<file path="config.mk">
export PLATFORM = sky130hd
export DESIGN_NAME = adc_result_fifo
export DESIGN_NICKNAME = d
export VERILOG_FILES = /design/src/rtl/rfifo_pkg.sv /design/src/rtl/rfifo_hold.sv /design/src/rtl/rfifo_arb.sv /design/src/rtl/rfifo_store.sv /design/src/rtl/adc_result_fifo.sv
export SDC_FILE = /design/constraint.sdc
export NUM_CORES = 1
export LEC_CHECK = 0
export BUFFER_PORTS_ARGS = -buffer_cell sky130_fd_sc_hd__buf_2
export CAP_MARGIN = 20
export CORE_MARGIN = 1
export CORE_UTILIZATION = 50
export CTS_BUF_LIST = sky130_fd_sc_hd__clkbuf_4 sky130_fd_sc_hd__clkbuf_8 sky130_fd_sc_hd__clkbuf_16
export DETAILED_ROUTE_END_ITERATION = 12
export GPL_ROUTABILITY_DRIVEN = 0
export PLACE_DENSITY = 0.69
export SLEW_MARGIN = 20
export SYNTH_ARGS = -nofsm -noshare
export SYNTH_HDL_FRONTEND = slang
export SYNTH_HIERARCHICAL = 1
export SYNTH_SLANG_ARGS = --single-unit
</file>
<file path="constraint.sdc">
create_clock -name clk -period 4.15 [get_ports clk]
set_input_delay 0.83 -clock clk [delete_from_list [all_inputs] [get_ports clk]]
set_output_delay 0.83 -clock clk [all_outputs]
set_load 0.05 [all_outputs]
</file>
<file path="src/rtl/rfifo_pkg.sv">
package rfifo_pkg;
  localparam int ID_W = 3;
  typedef logic [ID_W-1:0] src_id_t;

  // next occupancy after one cycle of store/remove
  function automatic logic [15:0] occ_next(input logic [15:0] cur, input logic wr, input logic rd);
    logic [15:0] r;
    r = cur;
    if (wr && !rd) r = cur + 16'd1;
    else if (rd && !wr) r = cur - 16'd1;
    return r;
  endfunction
endpackage

</file>
<file path="src/rtl/rfifo_hold.sv">
module rfifo_hold #(
  parameter int DATA_W = 16
) (
  input  logic              clk,
  input  logic              rst_n,
  input  logic              flush,
  input  logic              accept,
  input  logic [DATA_W-1:0] in_data,
  input  logic              in_sign,
  input  logic              drain,
  output logic              out_valid,
  output logic [DATA_W-1:0] out_data,
  output logic              out_sign,
  output logic              collide
);
  assign collide = accept & out_valid & ~drain;

  always_ff @(posedge clk or negedge rst_n) begin
    if (!rst_n) begin
      out_valid <= 1'b0;
      out_data  <= '0;
      out_sign  <= 1'b0;
    end else if (flush) begin
      out_valid <= 1'b0;
    end else if (accept && !collide) begin
      out_valid <= 1'b1;
      out_data  <= in_data;
      out_sign  <= in_sign;
    end else if (drain) begin
      out_valid <= 1'b0;
    end
  end


  hold_keep_chk: assert property (@(posedge clk) disable iff (!rst_n)
    (collide && !flush) |=> (out_valid && $stable(out_data)));

  drain_valid_chk: assert property (@(posedge clk) disable iff (!rst_n)
    drain |-> out_valid);
endmodule

</file>
<file path="src/rtl/rfifo_arb.sv">
module rfifo_arb #(
  parameter int N = 7
) (
  input  logic         clk,
  input  logic         rst_n,
  input  logic [N-1:0] req,
  output logic [N-1:0] grant,
  output logic         any,
  output logic [2:0]   idx
);
  function automatic logic [N-1:0] lowest_bit(input logic [N-1:0] v);
    return v & (~v + 1'b1);
  endfunction

  function automatic logic [2:0] bit_index(input logic [N-1:0] oh);
    logic [2:0] r;
    r = '0;
    for (int i = 0; i < N; i++) if (oh[i]) r = 3'(i);
    return r;
  endfunction

  assign grant = lowest_bit(req);
  assign any   = |req;
  assign idx   = bit_index(grant);


  grant_oh_chk: assert property (@(posedge clk) disable iff (!rst_n)
    $onehot0(grant) && ((grant & ~req) == '0));

  grant_live_chk: assert property (@(posedge clk) disable iff (!rst_n)
    (req != '0) |-> (grant != '0));
endmodule

</file>
<file path="src/rtl/rfifo_store.sv">
module rfifo_store #(
  parameter int DATA_W = 16,
  parameter int DEPTH  = 16,
  parameter int CNT_W  = 8
) (
  input  logic              clk,
  input  logic              rst_n,
  input  logic              flush,
  input  logic              push,
  input  logic [DATA_W-1:0] push_data,
  input  logic [2:0]        push_id,
  input  logic              push_sign,
  input  logic              pop_req,
  output logic [DATA_W-1:0] head_data,
  output logic [2:0]        head_id,
  output logic              head_sign,
  output logic [CNT_W-1:0]  count,
  output logic              drop_evt
);
  import rfifo_pkg::*;
  localparam int PTR_W = (DEPTH > 1) ? $clog2(DEPTH) : 1;
  localparam int ENT_W = DATA_W + ID_W + 1;
  localparam logic [PTR_W-1:0] LAST = PTR_W'(DEPTH - 1);

  logic [ENT_W-1:0] mem [DEPTH];
  logic [PTR_W-1:0] wp, rp;
  logic full, empty, wr, rd;

  function automatic logic [PTR_W-1:0] bump(input logic [PTR_W-1:0] p);
    return (p == LAST) ? '0 : p + 1'b1;
  endfunction

  assign full     = (count == CNT_W'(DEPTH));
  assign empty    = (count == '0);
  assign wr       = push & ~full;
  assign rd       = pop_req & ~empty;
  assign drop_evt = push & full;

  always_ff @(posedge clk) begin
    if (wr) mem[wp] <= {push_sign, push_id, push_data};
  end

  always_ff @(posedge clk or negedge rst_n) begin
    if (!rst_n) begin
      wp <= '0; rp <= '0; count <= '0;
    end else if (flush) begin
      wp <= '0; rp <= '0; count <= '0;
    end else begin
      if (wr) wp <= bump(wp);
      if (rd) rp <= bump(rp);
      count <= CNT_W'(occ_next(16'(count), wr, rd));
    end
  end

  assign {head_sign, head_id, head_data} = mem[rp];


  count_bound_chk: assert property (@(posedge clk) disable iff (!rst_n)
    count <= CNT_W'(DEPTH));

  full_drop_chk: assert property (@(posedge clk) disable iff (!rst_n)
    (drop_evt && !pop_req && !flush) |=> (count == CNT_W'(DEPTH)));

  empty_pop_chk: assert property (@(posedge clk) disable iff (!rst_n)
    (empty && pop_req && !push) |=> (count == '0));

  same_cycle_chk: assert property (@(posedge clk) disable iff (!rst_n)
    (push && pop_req && !full && !empty && !flush) |=> $stable(count));
endmodule

</file>
<file path="src/rtl/adc_result_fifo.sv">
module adc_result_fifo #(
  parameter int NUM_SRC = 7,
  parameter int DATA_W  = 16,
  parameter int DEPTH   = 16,
  parameter int CNT_W   = 8
) (
  input  logic                      clk,
  input  logic                      rst_n,
  input  logic                      fifo_en,
  input  logic [NUM_SRC-1:0]        src_en,
  input  logic [NUM_SRC-1:0]        res_valid,
  input  logic [NUM_SRC*DATA_W-1:0] res_data,
  input  logic [NUM_SRC-1:0]        res_signed,
  input  logic                      rd_pop,
  output logic [DATA_W-1:0]         rd_data,
  output logic [2:0]                rd_src,
  output logic                      rd_sign,
  output logic [CNT_W-1:0]          fill_count,
  output logic                      ready,
  input  logic                      irq_en,
  output logic                      irq,
  input  logic                      ovr_clr,
  output logic                      ovr_err
);
  logic                 flush;
  logic [NUM_SRC-1:0]   accept, held, grant, collide;
  logic [DATA_W-1:0]    held_data [NUM_SRC];
  logic [NUM_SRC-1:0]   held_sign;
  logic                 gnt_any, drop_evt, ovr_evt;
  logic [2:0]           gnt_idx;
  logic [DATA_W-1:0]    sel_data;
  logic                 sel_sign;

  assign flush  = ~fifo_en;
  assign accept = res_valid & src_en & {NUM_SRC{fifo_en}};

  for (genvar g = 0; g < NUM_SRC; g++) begin : g_hold
    rfifo_hold #(.DATA_W(DATA_W)) hold_i (
      .clk(clk), .rst_n(rst_n), .flush(flush), .accept(accept[g]),
      .in_data(res_data[g*DATA_W +: DATA_W]), .in_sign(res_signed[g]),
      .drain(grant[g]), .out_valid(held[g]), .out_data(held_data[g]),
      .out_sign(held_sign[g]), .collide(collide[g]));
  end

  rfifo_arb #(.N(NUM_SRC)) arb_i (
    .clk(clk), .rst_n(rst_n), .req(held & {NUM_SRC{fifo_en}}),
    .grant(grant), .any(gnt_any), .idx(gnt_idx));

  always_comb begin
    sel_data = '0;
    sel_sign = 1'b0;
    for (int i = 0; i < NUM_SRC; i++) begin
      if (grant[i]) begin
        sel_data = held_data[i];
        sel_sign = held_sign[i];
      end
    end
  end

  rfifo_store #(.DATA_W(DATA_W), .DEPTH(DEPTH), .CNT_W(CNT_W)) store_i (
    .clk(clk), .rst_n(rst_n), .flush(flush), .push(gnt_any),
    .push_data(sel_data), .push_id(gnt_idx), .push_sign(sel_sign),
    .pop_req(rd_pop), .head_data(rd_data), .head_id(rd_src),
    .head_sign(rd_sign), .count(fill_count), .drop_evt(drop_evt));

  assign ovr_evt = (|collide) | drop_evt;
  assign ready   = (fill_count != '0);
  assign irq     = ready & irq_en;

  always_ff @(posedge clk or negedge rst_n) begin
    if (!rst_n)       ovr_err <= 1'b0;
    else if (ovr_evt) ovr_err <= 1'b1;
    else if (ovr_clr) ovr_err <= 1'b0;
  end


  irq_gate_chk: assert property (@(posedge clk) disable iff (!rst_n)
    irq |-> (ready && irq_en));

  flush_empty_chk: assert property (@(posedge clk) disable iff (!rst_n)
    !fifo_en |=> (fill_count == '0));

  ovr_sticky_chk: assert property (@(posedge clk) disable iff (!rst_n)
    (ovr_err && !ovr_clr) |=> ovr_err);

  ovr_set_win_chk: assert property (@(posedge clk) disable iff (!rst_n)
    ovr_evt |=> ovr_err);
endmodule

</file>
==> results of run 1 <==
-- flip-flops by register name, summed over array words and instances, names as in the netlist --
signal                   count
g_hold.hold_i/out_valid      7
store_i/rp                   4
g_hold.hold_i/out_data     112
store_i/wp                   4
store_i/mem                320
g_hold.hold_i/out_sign       7
ovr_err                      1
store_i/count                8
-- through the flow --
| stage | instances | hold WS [ps] | utilization |
|---|---|---|---|
| floorplan | 1226 | 475.1 | - |
| global placement | 1903 | 487.7 | 0.5506 |
| detailed placement | 1903 | 490.6 | 0.5506 |
| CTS | 1986 | 437.4 | 0.5888 |
| global route | 1993 | 479.1 | 0.5899 |
| finish | 1996 | 401.8 | 0.5901 |
-- worst max-delay path: stages, from the launching register on --
cell                       delay (ps)
sky130_fd_sc_hd__dfrtp_2          710
sky130_fd_sc_hd__and2_1           530
sky130_fd_sc_hd__buf_4            380
sky130_fd_sc_hd__a221oi_1         160
sky130_fd_sc_hd__o21ai_0          230
sky130_fd_sc_hd__nand2_1          130
sky130_fd_sc_hd__buf_2            230
-- layout make-up --
class                   count  share of cell area
clock inverters            25            0.009830
flip-flops and latches    463              0.5759
repair buffers            226             0.05914
clock buffers              58             0.05494
inverters                  27            0.004423
multi-input cells         669              0.2664
diodes                     10            0.001092
well taps                 518             0.02829
-- cells in the final DEF (no fill, tap or decap), types with 36 or more instances in the layout --
master / n
sky130_fd_sc_hd__a21oi_1: 50
sky130_fd_sc_hd__a22oi_1: 36
sky130_fd_sc_hd__buf_2: 168
sky130_fd_sc_hd__buf_4: 51
sky130_fd_sc_hd__clkbuf_16: 47
sky130_fd_sc_hd__dfrtp_1: 140
sky130_fd_sc_hd__edfxtp_1: 320
sky130_fd_sc_hd__mux2_2: 140
sky130_fd_sc_hd__mux2i_1: 64
sky130_fd_sc_hd__mux4_2: 40
sky130_fd_sc_hd__nor2_1: 40
sky130_fd_sc_hd__o21ai_0: 64
-- cell usage after synthesis, types with 28 or more instances --
library cell,count
sky130_fd_sc_hd__mux4_2,40
sky130_fd_sc_hd__mux2_2,140
sky130_fd_sc_hd__edfxtp_1,320
sky130_fd_sc_hd__nor2_1,52
sky130_fd_sc_hd__dfrtp_1,143
sky130_fd_sc_hd__a22oi_1,36
sky130_fd_sc_hd__a221oi_1,30
sky130_fd_sc_hd__clkbuf_1,28
sky130_fd_sc_hd__nand2_1,35
sky130_fd_sc_hd__o21ai_0,66
sky130_fd_sc_hd__mux2i_1,64
sky130_fd_sc_hd__a21oi_1,50
-- worst max path at each step --
stage	start	end	cells after the start
final	store_i/rp[1]	rd_data[13]	6
after CTS	store_i/rp[1]	rd_data[4]	7
after global routing	store_i/rp[1]	rd_data[4]	7
after global placement	fifo_en	store_i/count[6]	12
after detailed placement	fifo_en	store_i/count[6]	12
after floorplan	fifo_en	store_i/mem[3][0]	8
-- metal layers --
| layer | wire length [um] | share of wire | global-route usage | up-vias |
|---|---|---|---|---|
| li1 | - | - | - | 5209 |
| met1 | 19170 | 0.42 | 0.3012 | 5884 |
| met2 | 22710 | 0.49 | 0.3838 | 361 |
| met3 | 2904 | 0.063 | 0.05341 | 97 |
| met4 | 1034 | 0.022 | 0.05834 | 26 |
| met5 | 153 | 0.0033 | 0 | - |
-- power groups by stage --
stage / sequential [mW] / combinational, mW / clock (mW)
2_1_floorplan: 5.79 / 1.54 / 0
3_3_place_gp: 5.81 / 2.14 / 0
3_5_place_dp: 5.82 / 2.19 / 0
4_1_cts: 5.73 / 2.20 / 4.13
5_1_grt: 5.77 / 2.35 / 4.31
6_report: 5.72 / 2.19 / 4.07
-- kinds of logic after synthesis --
kind of cell | share of synthesized area
flops | 0.6674
mux | 0.1624
compound gates | 0.07896
simple gates | 0.05401
buf+inv | 0.02799
fa+ha+maj | 0.007978
xor+xnor | 0.001330
==> flow_metrics.py, run 1 <==
metrics = {
    "layout": {
        "post_route_cells_drive_above_1_share": 0.3787,
        "n_fill_cell": 2968,
        "area_growth_syn_to_layout_pct": 15.95,
        "final_nets": 1584,
        "final_cell_area_mm2": 0.02291,
        "regArea_mm2": 0.01319,
        "multi_input_gate_area_mm2": 0.006105,
    },
    "power": {
        "power.sequential.fraction": 0.478,
        "clock_power_share": 0.340,
        "power_leakage_nw": 8.534,
        "sw_frac_of_total": 0.2704,
        "ir_drop_v": 0.0004306,
        "switching_power_mw": 3.240,
        "combPwrFrac": 0.182,
        "internal_power_mw": 8.743,
        "total_power_mw": 11.98,
        "power.density_mw_per_mm2": 523.0,
    },
    "die": {
        "dieHeight_um": 200.8,
        "floorplan.die_area_mm2": 0.04032,
        "start_util": 0.5089,
        "core_region_area_mm2": 0.03883,
        "fp.dieW_um": 200.8,
        "floorplan.rows": 72,
        "io_pins": 170,
    },
    "routing": {
        "finalWirelength_mm": 45.97,
        "detailedRoute.firstIterationViolations": 837,
        "average_routed_wire_per_standard_cell_um": 23.03,
        "remaining_drc_errors": 0,
        "drt_first_pass_iters": 4,
        "via_count": 11577,
        "detail_route.vias_per_cell": 5.800,
        "postRouteAntennaNets": 0,
    },
    "grt": {
        "grt_pass1_wl_mm": 69.72,
        "number_of_antenna_violations_at_the_first_check_in_global_routing": 24,
        "globalRouteOverflowTotal": 0,
        "track_usage": 0.2288,
        "grt_pass1_vias": 11751,
        "grt_max_degree": 103,
    },
    "setup_path": {
        "origin_of_the_critical_flop_to_flop_path": "g_hold[1].hold_i/out_valid",
        "critical_path_data_arrival_time_ps": 2940,
        "cp.required_ps": 3320,
        "rr_endpoint": "store_i/count[6]",
        "cp-start-kind": "register",
        "critical_path_peak_fanout": 20,
        "crit_path_end_kind": "output port",
        "r2r_setup_slack_ps": 890,
        "worst_reg2reg_path_length_in_cells": 11,
        "timing.setup.critical_path_class": "register to output port",
    },
    "logic_synthesis": {
        "ys_async_sr_fraction": 0.3089,
        "postSynthNetCount": 1377,
        "ys.flop_type": "sky130_fd_sc_hd__edfxtp_1",
        "synth_enable_flop_cells": 320,
        "yosysSeqAreaShare": 0.6674,
        "synthDistinctLibCells": 60,
        "yosys.area.top_type_share": 0.4863,
        "synth_area_leaders": "sky130_fd_sc_hd__edfxtp_1 (49%), sky130_fd_sc_hd__dfrtp_1 (18%), sky130_fd_sc_hd__mux2_2 (8.0%), sky130_fd_sc_hd__mux4_2 (4.6%), sky130_fd_sc_hd__mux2i_1 (3.2%)",
        "syn-mean-instance-area_um2": 16.12,
        "yosys_warnings": 6,
        "yosys.area.top_type": "sky130_fd_sc_hd__edfxtp_1",
        "number_of_synthesized_register_bits": 463,
        "synth_cells": 1226,
        "mappedNetlistArea_mm2": 0.01976,
    },
    "timing": {
        "maxSlewHeadroom": 0.2941,
        "setup_slack_ps": 383.4,
        "setup_violations": 0,
        "max_freq_ghz": 0.2655,
        "timing.setup.tns_ps": 0,
        "final_max_slew_viol_count": 0,
        "worst_slew_pin_slew_ps": 1052,
        "finalClockSkew_ps": 10.85,
        "layout_min_cycle_time_ps": 3767,
        "post-route-period-util": 0.9076,
        "grt_setup_unrepaired": "no",
        "timing.final.hold_violations": 0,
    },
    "placed_design": {
        "port_buffers": 169,
        "place_hpwl_mm": 29.91,
        "detailedPlace.worstSlack_ps": 320.5,
        "dpl_cell_area_mm2": 0.02138,
    },
    "cts": {
        "clkSlewWorstSetupHoldPaths_ps": 60,
        "ctsRootBufferMaster": "sky130_fd_sc_hd__clkbuf_16",
        "postCtsHoldBufs": 0,
        "cts.htree.levels": 2,
        "tritoncts_num_sinks": 463,
        "post-cts-setup-buffers": 0,
        "tritoncts.num_buffers": 46,
        "clock_tree_from_tritoncts": "yes",
        "cts-resized-gates": 0,
        "clk_path_buf_depth": 3,
        "worst_skew_late_latency_ps": 540,
    },
    "outcome": {
        "status": "completed",
    },
    "flow_run": {
        "max_cap_violations": 0,
    },
    "min_path": {
        "worstHoldPathType": "input pin to asynchronous set/reset pin",
    },
}
Power figures use the tool's default switching activity.
==> run 2, diff against run 1 <==
--- a/config.mk
+++ b/config.mk
@@ -7,5 +7,4 @@
 export LEC_CHECK = 0
 export BUFFER_PORTS_ARGS = -buffer_cell sky130_fd_sc_hd__buf_2
-export CAP_MARGIN = 20
 export CORE_MARGIN = 1
 export CORE_UTILIZATION = 50
==> constraint.sdc (replaced) <==
create_clock -name clk -period 4.15 [get_ports clk]
set_input_delay 1.0375 -clock clk [delete_from_list [all_inputs] [get_ports clk]]
set_output_delay 1.0375 -clock clk [all_outputs]
set_load 0.05 [all_outputs]
==> flow_metrics.py, run 2 (synthesis gave the netlist of run 1 again) <==
metrics = {
    "timing": {
        "finalClockSkew_ps": 15.98,
        "final_max_slew_viol_count": 0,
        "grt_setup_unrepaired": "no",
        "layout_min_cycle_time_ps": 3871,
        "post-route-period-util": 0.9329,
        "timing.final.hold_violations": 0,
        "max_freq_ghz": 0.2583,
        "setup_violations": 0,
        "maxSlewHeadroom": 0.3113,
        "setup_slack_ps": 278.5,
        "worst_slew_pin_slew_ps": 1026,
        "timing.setup.tns_ps": 0,
    },
    "routing": {
        "average_routed_wire_per_standard_cell_um": 23.09,
        "postRouteAntennaNets": 0,
        "remaining_drc_errors": 0,
        "detailedRoute.firstIterationViolations": 773,
        "finalWirelength_mm": 46.33,
        "via_count": 11637,
        "detail_route.vias_per_cell": 5.798,
        "drt_first_pass_iters": 5,
    },
    "grt": {
        "grt_max_degree": 89,
        "globalRouteOverflowTotal": 0,
        "track_usage": 0.2335,
        "grt_pass1_wl_mm": 71.81,
        "grt_pass1_vias": 12153,
        "number_of_antenna_violations_at_the_first_check_in_global_routing": 16,
    },
    "die": {
        "floorplan.rows": 72,
        "io_pins": 170,
        "fp.dieW_um": 200.8,
        "floorplan.die_area_mm2": 0.04032,
        "dieHeight_um": 200.8,
        "start_util": 0.5089,
        "core_region_area_mm2": 0.03883,
    },
    "layout": {
        "largest_reg_flops": 320,
        "finalCoreUtilization": 0.5922,
        "biggestRegsByFlops": "store_i/mem: 320 flops, g_hold.hold_i/out_data: 112 flops, store_i/count: 8 flops",
        "regMostFlops": "store_i/mem",
        "layout.cells.non_filler": 2007,
        "mostFrequentLayoutCells": "sky130_fd_sc_hd__edfxtp_1 (320), sky130_fd_sc_hd__buf_2 (168), sky130_fd_sc_hd__mux2_2 (140), sky130_fd_sc_hd__dfrtp_1 (140)",
        "post_route_cells_drive_above_1_share": 0.3815,
        "mostFrequentLayoutCell": "sky130_fd_sc_hd__edfxtp_1",
        "area_growth_syn_to_layout_pct": 16.36,
        "final_nets": 1594,
    },
    "min_path": {
        "worstHoldPathType": "register to register",
    },
    "power": {
        "ir_drop_v": 0.0003398,
        "power.density_mw_per_mm2": 523.9,
        "power_leakage_nw": 8.598,
        "total_power_mw": 12.05,
    },
    "cts": {
        "tritoncts_num_sinks": 463,
        "postCtsHoldBufs": 0,
        "clk_path_buf_depth": 3,
        "cts-resized-gates": 0,
        "worst_skew_late_latency_ps": 560,
        "cts.htree.levels": 2,
        "clkSlewWorstSetupHoldPaths_ps": 60,
        "ctsRootBufferMaster": "sky130_fd_sc_hd__clkbuf_16",
        "tritoncts.num_buffers": 47,
        "clock_tree_from_tritoncts": "yes",
        "post-cts-setup-buffers": 0,
    },
    "placed_design": {
        "detailedPlace.worstSlack_ps": 154.3,
        "place_hpwl_mm": 29.95,
        "port_buffers": 169,
        "dp_cells": 1912,
    },
    "flow_run": {
        "max_cap_violations": 0,
    },
    "setup_path": {
        "cp-start-kind": "register",
        "timing.setup.critical_path_class": "register to output port",
        "worst_setup_path_endpoint": "rd_data[8]",
        "rr_endpoint": "store_i/count[6]",
        "r2r_setup_slack_ps": 840,
        "origin_of_the_critical_flop_to_flop_path": "store_i/count[1]",
        "critical_path_data_arrival_time_ps": 2830,
        "worst_reg2reg_path_length_in_cells": 9,
        "cp.required_ps": 3110,
        "critical_path_peak_fanout": 37,
        "timing.critical_path.from": "store_i/rp[0]",
        "crit_path_end_kind": "output port",
    },
    "outcome": {
        "status": "completed",
    },
}
==> run 2: cell types whose count changed in the layout (fill, tap and decap cells not counted), sizes merged <==
cell    delta
inv        -1
clkbuf    +11
clkinv     -3
diode      -2
buf        +9
bufinv     -3
==> run 2: metrics by stage <==
stage,instance area [um^2],hold WS (ps)
final,22990,499.1
after global routing,22980,515.8
after CTS,22970,503.6
after detailed placement,21430,490.9
after global placement,21430,487.4
after floorplan,19760,475.1
==> run 2: final cells by class <==
class                           instances  area [um^2]
Sequential cell                       463        13190
Timing Repair Buffer                  235         1410
Inverter                               27        101.3
Clock buffer                           69         1415
Clock inverter                         18        126.4
Fill cell                            2962        15830
Multi-Input combinational cell        669         6078
Antenna cell                            8        20.02
Tap cell                              518        648.1
==> run 2: worst min-delay path by stage <==
stage                                             start                             to  slack [ps]  cells past startpoint
after floorplan            g_hold[4].hold_i/out_data[0]   g_hold[4].hold_i/out_data[0]         480                      1
after global routing      g_hold[2].hold_i/out_data[11]  g_hold[2].hold_i/out_data[11]         520                      1
after detailed placement  g_hold[4].hold_i/out_data[12]  g_hold[4].hold_i/out_data[12]         490                      1
final                                           ovr_err                        ovr_err         500                      2
after CTS                 g_hold[4].hold_i/out_data[12]  g_hold[4].hold_i/out_data[12]         500                      1
after global placement     g_hold[4].hold_i/out_data[4]   g_hold[4].hold_i/out_data[4]         490                      1
==> run 2: critical path, cell delays in order, from the launching register on <==
cell,delay (ps)
sky130_fd_sc_hd__dfrtp_4,700
sky130_fd_sc_hd__buf_12,330
sky130_fd_sc_hd__mux4_2,560
sky130_fd_sc_hd__a22oi_1,250
sky130_fd_sc_hd__nand2_1,150
sky130_fd_sc_hd__buf_2,240
==> run 2: where the power goes <==
part / leakage [nW] / switching, mW / total [mW] / internal (mW)
sequential: 4.70 / 0.288 / 5.71 / 5.42
clock: 0.772 / 1.71 / 4.14 / 2.43
combinational: 3.13 / 1.26 / 2.20 / 0.937
==> run 2: routing by layer <==
| metal | global-route usage | share of wire | vias up | wire [um] |
|---|---|---|---|---|
| met4 | 0.06407 | 0.021 | 18 | 981 |
| met5 | 0 | 0.0024 | - | 113 |
| met3 | 0.05406 | 0.065 | 84 | 3025 |
| met1 | 0.3045 | 0.41 | 5954 | 19000 |
| met2 | 0.3932 | 0.50 | 350 | 23210 |
| li1 | - | - | 5231 | - |
